## src/rtl/aau_pkg.sv

```systemverilog
package aau_pkg;
  localparam int ADDR_W = 48;
  localparam int IDX_W  = 32;
  localparam int DATA_W = 64;

  typedef enum logic [1:0] {SUB_DESC = 2'd0, SUB_STI = 2'd1, SUB_IND = 2'd2, SUB_INCR = 2'd3} aau_sub_e;

  typedef struct packed {
    logic [4:0] desc_n;
    logic [3:0] idx_n;
    logic [2:0] incr_n;
    aau_sub_e   sub;
    logic [1:0] lit_sel;
  } aau_fields_t;

  function automatic aau_fields_t f_fields(input logic [31:0] w);
    aau_fields_t f;
    f.lit_sel = w[9:8];
    f.sub     = aau_sub_e'(w[11:10]);
    f.incr_n  = w[14:12];
    f.idx_n   = w[18:15];
    f.desc_n  = w[23:19];
    return f;
  endfunction

  function automatic logic [3:0] f_size(input logic [7:0] opc);
    case (opc)
      8'h1C:   return 4'd1;
      8'h1D:   return 4'd2;
      8'h1E:   return 4'd4;
      8'h1F:   return 4'd8;
      default: return 4'd0;
    endcase
  endfunction

  function automatic logic [ADDR_W-1:0] f_ea(input logic [ADDR_W-1:0] base,
                                             input logic [IDX_W-1:0] sti,
                                             input logic [31:0] lit);
    return base + {{(ADDR_W-IDX_W){sti[IDX_W-1]}}, sti} + {{(ADDR_W-32){1'b0}}, lit};
  endfunction

  function automatic logic [IDX_W-1:0] f_step(input logic [IDX_W-1:0] sti,
                                              input logic [IDX_W-1:0] incr,
                                              input logic [3:0] size);
    return sti + incr * {{(IDX_W-4){1'b0}}, size};
  endfunction

  function automatic logic [DATA_W-1:0] f_mask(input logic [DATA_W-1:0] d, input logic [3:0] size);
    case (size)
      4'd1:    return {56'b0, d[7:0]};
      4'd2:    return {48'b0, d[15:0]};
      4'd4:    return {32'b0, d[31:0]};
      default: return d;
    endcase
  endfunction
endpackage

```

## src/rtl/aau_reg_file.sv

```systemverilog
module aau_reg_file #(
  parameter int DEPTH = 16,
  parameter int W     = 32,
  parameter int MODE  = 0,
  localparam int AW   = $clog2(DEPTH)
) (
  input  logic          clk,
  input  logic          rst_n,
  input  logic          we,
  input  logic          wtag_en,
  input  logic [AW-1:0] waddr,
  input  logic [W-1:0]  wdata,
  input  logic          wtag,
  input  logic [AW-1:0] raddr,
  output logic [W-1:0]  rdata,
  output logic          rtag
);
  logic [W-1:0]     mem [DEPTH];
  logic [DEPTH-1:0] tags;
  logic             we_eff;
  logic [W-1:0]     wval;
  logic             wtag_eff;

  generate
    if (MODE == 1) begin : g_read_one
      assign we_eff   = we && (waddr != '0);
      assign wval     = wdata;
      assign wtag_eff = wtag;
      assign rdata    = (raddr == '0) ? W'(1) : mem[raddr];
      assign rtag     = (raddr == '0) ? 1'b0 : tags[raddr];
    end else if (MODE == 2) begin : g_write_zero
      assign we_eff   = we;
      assign wval     = (waddr == '0) ? '0 : wdata;
      assign wtag_eff = (waddr == '0) ? 1'b0 : wtag;
      assign rdata    = mem[raddr];
      assign rtag     = tags[raddr];
    end else begin : g_plain
      assign we_eff   = we;
      assign wval     = wdata;
      assign wtag_eff = wtag;
      assign rdata    = mem[raddr];
      assign rtag     = tags[raddr];
    end
  endgenerate

  always_ff @(posedge clk) begin
    if (!rst_n) begin
      for (int i = 0; i < DEPTH; i++) mem[i] <= '0;
      tags <= '0;
    end else if (we_eff) begin
      mem[waddr] <= wval;
      if (wtag_en) tags[waddr] <= wtag_eff;
    end
  end
endmodule

```

## src/rtl/aau_desc_file.sv

```systemverilog
module aau_desc_file #(
  parameter int DEPTH  = 32,
  parameter int ADDR_W = 48,
  localparam int AW    = $clog2(DEPTH)
) (
  input  logic              clk,
  input  logic              rst_n,
  input  logic              we,
  input  logic [AW-1:0]     waddr,
  input  logic [ADDR_W-1:0] wbase,
  input  logic              wtag,
  input  logic [AW-1:0]     raddr,
  output logic [ADDR_W-1:0] rbase,
  output logic [2:0]        rtag,
  output logic [1:0]        rrw
);
  logic [ADDR_W-1:0] base_q [DEPTH];
  logic [2:0]        tag_q  [DEPTH];
  logic [1:0]        rw_q   [DEPTH];

  always_ff @(posedge clk) begin
    if (!rst_n) begin
      for (int i = 0; i < DEPTH; i++) begin
        base_q[i] <= '0;
        tag_q[i]  <= '0;
        rw_q[i]   <= '0;
      end
    end else if (we) begin
      base_q[waddr] <= wbase;
      tag_q[waddr]  <= {2'b00, wtag};
      rw_q[waddr]   <= 2'b11;
    end
  end

  assign rbase = base_q[raddr];
  assign rtag  = tag_q[raddr];
  assign rrw   = rw_q[raddr];
endmodule

```

## src/rtl/aau_store_unit.sv

```systemverilog
module aau_store_unit
  import aau_pkg::*;
#(
  parameter int NUM_DESC = 32,
  parameter int NUM_STI  = 16,
  parameter int NUM_IND  = 16,
  parameter int NUM_INCR = 8,
  parameter int NUM_LIT  = 3,
  parameter int TAG_W    = 2,
  localparam int DESC_AW = $clog2(NUM_DESC),
  localparam int STI_AW  = $clog2(NUM_STI),
  localparam int IND_AW  = $clog2(NUM_IND),
  localparam int INCR_AW = $clog2(NUM_INCR)
) (
  input  logic                  clk,
  input  logic                  rst_n,
  input  logic                  op_valid,
  input  logic [7:0]            op_code,
  input  logic [31:0]           op_word,
  input  logic [5:0]            op_acc,
  input  logic [DATA_W-1:0]     op_data,
  input  logic [TAG_W-1:0]      op_tag,
  input  logic                  cond_en,
  input  logic                  spec_mode,
  input  logic                  probe_ok,
  input  logic [NUM_LIT-1:0]    lit_present,
  input  logic [NUM_LIT*32-1:0] lit_value,
  output logic                  st_valid,
  output logic [ADDR_W-1:0]     st_addr,
  output logic [DATA_W-1:0]     st_data,
  output logic [3:0]            st_size,
  output logic [2:0]            st_desc_tag,
  output logic [1:0]            st_desc_rw,
  output logic [2:0]            st_reg_tags,
  output logic [IDX_W-1:0]      st_ind,
  output logic                  exc_illop
);
  aau_fields_t fld;
  logic [3:0]  sz;
  logic        is_rw, rw_eff, is_st, illop, st_go, st_fire, inc_fire;
  logic [1:0]  lit_slot;
  logic        lit_ok;
  logic [31:0] lit_val;
  logic        dtag;

  logic [ADDR_W-1:0] d_base;
  logic [2:0]        d_tag;
  logic [1:0]        d_rw;
  logic [IDX_W-1:0]  sti_val, ind_val, incr_val, sti_wdata;
  logic              sti_tag, ind_tag, incr_tag;
  logic [ADDR_W-1:0] ea;

  assign fld      = f_fields(op_word);
  assign sz       = f_size(op_code);
  assign dtag     = |op_tag;
  assign is_rw    = op_valid && (sz != 4'd0) && (op_acc == 6'h3F);
  assign rw_eff   = is_rw && (sz[2] || sz[3]);
  assign is_st    = op_valid && (sz != 4'd0) && (op_acc != 6'h3F);
  assign lit_slot = fld.lit_sel - 2'd1;
  assign lit_ok   = (fld.lit_sel == 2'd0) || lit_present[lit_slot];
  assign lit_val  = (fld.lit_sel == 2'd0) ? 32'd0 : lit_value[lit_slot*32 +: 32];
  assign illop    = is_st && !lit_ok;
  assign st_go    = is_st && lit_ok;
  assign st_fire  = st_go && !(spec_mode && !probe_ok);
  assign inc_fire = st_go && fld.sub[0] && cond_en;

  aau_desc_file #(.DEPTH(NUM_DESC), .ADDR_W(ADDR_W)) u_desc (
    .clk(clk), .rst_n(rst_n),
    .we(rw_eff && fld.sub == SUB_DESC),
    .waddr(fld.desc_n[DESC_AW-1:0]),
    .wbase(sz[3] ? op_data[ADDR_W-1:0] : {{(ADDR_W-32){1'b0}}, op_data[31:0]}),
    .wtag(dtag),
    .raddr(fld.desc_n[DESC_AW-1:0]),
    .rbase(d_base), .rtag(d_tag), .rrw(d_rw)
  );

  assign sti_wdata = inc_fire ? f_step(sti_val, incr_val, sz) : op_data[IDX_W-1:0];

  aau_reg_file #(.DEPTH(NUM_STI), .W(IDX_W), .MODE(0)) u_sti (
    .clk(clk), .rst_n(rst_n),
    .we((rw_eff && fld.sub == SUB_STI) || inc_fire),
    .wtag_en(!inc_fire),
    .waddr(fld.idx_n[STI_AW-1:0]), .wdata(sti_wdata), .wtag(dtag),
    .raddr(fld.idx_n[STI_AW-1:0]), .rdata(sti_val), .rtag(sti_tag)
  );

  aau_reg_file #(.DEPTH(NUM_IND), .W(IDX_W), .MODE(2)) u_ind (
    .clk(clk), .rst_n(rst_n),
    .we(rw_eff && fld.sub == SUB_IND), .wtag_en(1'b1),
    .waddr(fld.idx_n[IND_AW-1:0]), .wdata(op_data[IDX_W-1:0]), .wtag(dtag),
    .raddr(fld.idx_n[IND_AW-1:0]), .rdata(ind_val), .rtag(ind_tag)
  );

  aau_reg_file #(.DEPTH(NUM_INCR), .W(IDX_W), .MODE(1)) u_incr (
    .clk(clk), .rst_n(rst_n),
    .we(rw_eff && fld.sub == SUB_INCR), .wtag_en(1'b1),
    .waddr(fld.idx_n[INCR_AW-1:0]), .wdata(op_data[IDX_W-1:0]), .wtag(dtag),
    .raddr(fld.incr_n[INCR_AW-1:0]), .rdata(incr_val), .rtag(incr_tag)
  );

  assign ea = f_ea(d_base, sti_val, lit_val);

  always_ff @(posedge clk) begin
    if (!rst_n) begin
      st_valid    <= 1'b0;
      exc_illop   <= 1'b0;
      st_addr     <= '0;
      st_data     <= '0;
      st_size     <= '0;
      st_desc_tag <= '0;
      st_desc_rw  <= '0;
      st_reg_tags <= '0;
      st_ind      <= '0;
    end else begin
      st_valid  <= st_fire;
      exc_illop <= illop;
      if (st_fire) begin
        st_addr     <= ea;
        st_data     <= f_mask(op_data, sz);
        st_size     <= sz;
        st_desc_tag <= d_tag;
        st_desc_rw  <= d_rw;
        st_reg_tags <= {sti_tag, ind_tag, incr_tag};
        st_ind      <= ind_val;
      end
    end
  end
endmodule

```

## config.mk

```make
export PLATFORM = sky130hd
export DESIGN_NAME = aau_store_unit
export DESIGN_NICKNAME = d
export VERILOG_FILES = /design/src/rtl/aau_pkg.sv /design/src/rtl/aau_reg_file.sv /design/src/rtl/aau_desc_file.sv /design/src/rtl/aau_store_unit.sv
export SDC_FILE = /design/constraint.sdc
export NUM_CORES = 2
export LEC_CHECK = 0
export BUFFER_PORTS_ARGS = -buffer_cell sky130_fd_sc_hd__buf_2
export CORE_ASPECT_RATIO = 1.4
export CORE_MARGIN = 1
export CORE_UTILIZATION = 35
export CTS_BUF_LIST = sky130_fd_sc_hd__clkbuf_16
export DETAILED_ROUTE_END_ITERATION = 10
export GPL_ROUTABILITY_DRIVEN = 0
export PLACE_DENSITY = 0.49
export SLEW_MARGIN = 20
export SYNTH_ARGS = -nofsm -noshare
export SYNTH_HDL_FRONTEND = slang
export SYNTH_HIERARCHICAL = 1
export SYNTH_SLANG_ARGS = --single-unit
```

## constraint.sdc

```tcl
create_clock -name clk -period 14.3 [get_ports clk]
set_input_delay 2.86 -clock clk [delete_from_list [all_inputs] [get_ports clk]]
set_output_delay 2.86 -clock clk [all_outputs]
set_load 0.005 [all_outputs]
```

==> impl_metrics.yaml <==
detailed_routing:
  wl_um: 498400
  vias_per_cell: 5.374
  drcViolationCount: 0
  wire_per_inst_um: 29.43
  drtAntennaViolNets: 0
  first_iter_violations: 7446
  dr.pass1.iters: 6
  route.vias.total: 91010
placed_design:
  dp_hpwl_um: 287600
  io_buffer_count: 358
clock_network:
  clock_latency_ns: 0.98
  cts_hold_buf: 0
  numCtsBuffers: 325
  clk_path_buf_depth: 4
  cts_tree: "built"
  cts_setup_buffers: 0
  htree_levels: 5
  ctsResizeCount: 0
  cts_sinks: 3045
  clk_pin_slew_ns: 0.06
  root_buffer: "clkbuf_16"
pwr:
  seqPwrFrac_pct: 48.8
  p_total_mw: 20.91
  vdd_ir_drop_max_mv: 0.1076
  netSwitchingPower_mw: 5.445
  p_int_mw: 15.47
  power_leakage_nw: 60.55
  clkPwrFrac_pct: 39.4
  power_density_nw_per_um2: 127.7
  combPwrFrac_pct: 11.9
  swShare_pct: 26.04
synth:
  netlist_top_cells_count: "2784 x edfxtp_1, 2424 x and2_1, 873 x mux2i_1, 633 x clkbuf_1, 602 x nor2_1"
  seq_area_frac_synth_pct: 60.98
  synth.most_common_cell: "edfxtp_1"
  yosysTopAreaCell: "edfxtp_1"
  synth_ff_type: "edfxtp_1"
  synthArstFlopShare_pct: 0
  avgSynthCellArea_um2: 13.15
  ys_warn_count: 6
  syn-cell-area_um2: 145700
  synth_edf_count: 2784
  synth.top_cell.area_share_pct: 57.39
  synth_area_leaders: "edfxtp_1 57%, and2_1 10%, mux2i_1 6.0%"
  synth_cell_type_count: 103
  synth_seq_cells: 3045
  synthCells: 11080
setup_path:
  start_kind: "input pin"
  max_stage_delay_ns: 0.88
  cp_max_fo: 35
  reg2reg_to: "u_sti/mem[11][29]"
  r2r-start: "u_incr/mem[3][0]"
  crit_family: "compound AO/OA/AOI/OAI gates"
  cp.arrival_ns: 10.19
  rr_worst_depth: 19
  critPathSlowestCell: "and2_1"
  critPathMostFrequentCell: "fa_1"
  end_kind: "register"
  path_class: "in -> reg"
  path_cells: "buf_2, buf_4, and2_1, buf_4, a221o_1, nand2_1, fa_1, fa_1, fa_1, inv_1, ha_1, a211oi_1, o21ai_0, nand3_1, o211ai_1, a31o_2, a21o_1, a311oi_1, xor2_1, o21ai_1, and2_1"
  critPathBufInv: 4
  crit_required_ns: 15.10
  r2r_slack_ns: 7.69
sta:
  rsz0062_at_grt: "no"
  worst_pin_slew_ns: 1.300
  finalSetupTns_ns: 0
  timing.fmax_ghz: 0.1065
  fin_skew_ns: 0.06456
  period_needed_ns: 9.387
  hold_violations: 0
  finalCritPeriodShare_pct: 65.64
  hold_slack_ns: 0.4513
  slew_viol_final: 0
  relSlewSlack_pct: 12.91
  setup_viol: 0
hold_path:
  min_path_cells: 2
  hold_path.class: "reg -> reg"
  hold-path-endpoint: "st_addr[47]"
  worstHoldStart: "st_addr[47]"
global_route:
  grt_pass1_wl_um: 693700
  antenna_found_initial: 38
  grt_pass1_vias: 93590
  overflow: 0
  track_usage_pct: 23.34
  grt_max_degree: 107
floorplanning:
  start_util_pct: 35.12
  die-width_um: 547.2
  die_h_um: 765.3
  die_area_um2: 418800
  pin_count: 375
  coreArea_um2: 414800
  num_rows: 280
status:
  status: "finished, final reports clean"
cells_and_area:
  fillers: 39040
  syn_to_final_growth_pct: 12.44
  drive_gt1_share_pct: 14.84
  final_net_count: 11590
  post-route-util_pct: 39.49
job:
  cap_violations: 0
## through the flow
stage	worst slack [ns]	cells	cell area, µm²
after floorplan	5.862	11120	145800
after global placement	3.993	16320	153500
after detailed placement	3.784	16320	153500
after CTS	4.786	16910	163700
after global routing	4.628	16920	163700
final	4.913	16940	163800
## power by group through the flow
stage	clock network (mW)	registers (mW)	logic, mW
detailed placement	0	10.4	2.47
finish	8.24	10.2	2.48
global route	8.72	10.2	2.61
CTS	8.42	10.2	2.48
global placement	0	10.4	2.45
floorplan	0	10.4	1.43
## worst max path at each step
stage | start | endpoint | slack [ns] | depth (start not counted)
final | op_word[14] | u_sti/mem[11][29] | 4.91 | 21
after floorplan | op_code[5] | u_desc/base_q[20][0] | 5.86 | 9
after detailed placement | op_code[5] | u_sti/mem[11][29] | 3.78 | 21
after global placement | op_code[5] | u_sti/mem[8][29] | 3.99 | 21
after CTS | op_code[5] | u_sti/mem[11][29] | 4.79 | 21
after global routing | op_word[14] | u_sti/mem[5][29] | 4.63 | 21
## layer usage
metal  share of wire, %  track usage [%]
met2                 51            41.81
met3                5.5            2.976
met1                 39            27.62
met4                5.2            11.22
met5             0.0026                0
## area by class of cell
class	count	area (µm²)	share of cell area [%]
Timing Repair Buffer	661	4278	2.612
Multi-Input combinational cell	6945	52920	32.31
Inverter	177	665.6	0.4064
Tap cell	5499	6880	4.201
Sequential cell	3045	88830	54.23
Antenna cell	21	52.55	0.03208
Clock inverter	248	1678	1.024
Clock buffer	339	8483	5.179
## cell families (layout without fill, tap and decap cells)
family,Yosys count,in the layout,synth area share (%)
compound gates,1291,1291,6.131
xor+xnor,66,66,0.3968
fa+ha+maj,216,216,2.469
buf+inv,1134,1425,3.531
flops,3045,3045,60.98
mux,1206,1206,10.72
other cells,3,68,0.007730
simple gates,4119,4119,15.76
## cells in the final DEF (no fill, tap or decap), types with 47 or more instances in the layout
cell type,synthesis,layout
nand3_1,225,224
fa_1,119,119
nor3_1,63,62
buf_2,170,351
edfxtp_1,2784,2784
o21ai_0,210,157
nand2_1,591,575
and2_1,2424,2416
a22oi_1,316,316
buf_4,49,293
clkinv_1,0,72
mux4_2,247,247
dfxtp_1,261,261
nor2_1,602,571
a31oi_1,59,58
inv_1,177,249
mux2i_1,873,873
conb_1,3,47
o21ai_4,0,50
xnor2_1,48,48
clkbuf_16,0,339
a21o_1,59,59
a21oi_1,330,329
a22o_1,134,134
ha_1,97,96
## state kept, by name (all words and copies together), names as in the netlist, 32 cells and up
name           flops
u_desc/base_q   1536
u_ind/mem        512
u_sti/mem        512
u_incr/mem       224
st_data           64
st_addr           48
st_ind            32
u_desc/rw_q       32
u_desc/tag_q      32
## worst reg2reg max path, stage by stage, from the launching register on
cell	delay, ns
edfxtp_1	0.33
mux2i_1	0.07
a221oi_1	0.77
a221o_1	0.32
nand2_1	0.09
fa_1	0.53
fa_1	0.43
fa_1	0.50
inv_1	0.05
ha_1	0.34
a211oi_1	0.34
o21ai_0	0.24
nand3_1	0.13
o211ai_1	0.20
a31o_2	0.35
a21o_1	0.23
a311oi_1	0.33
xor2_1	0.11
o21ai_1	0.82
and2_1	0.26
(Power assumes the default switching activity.)
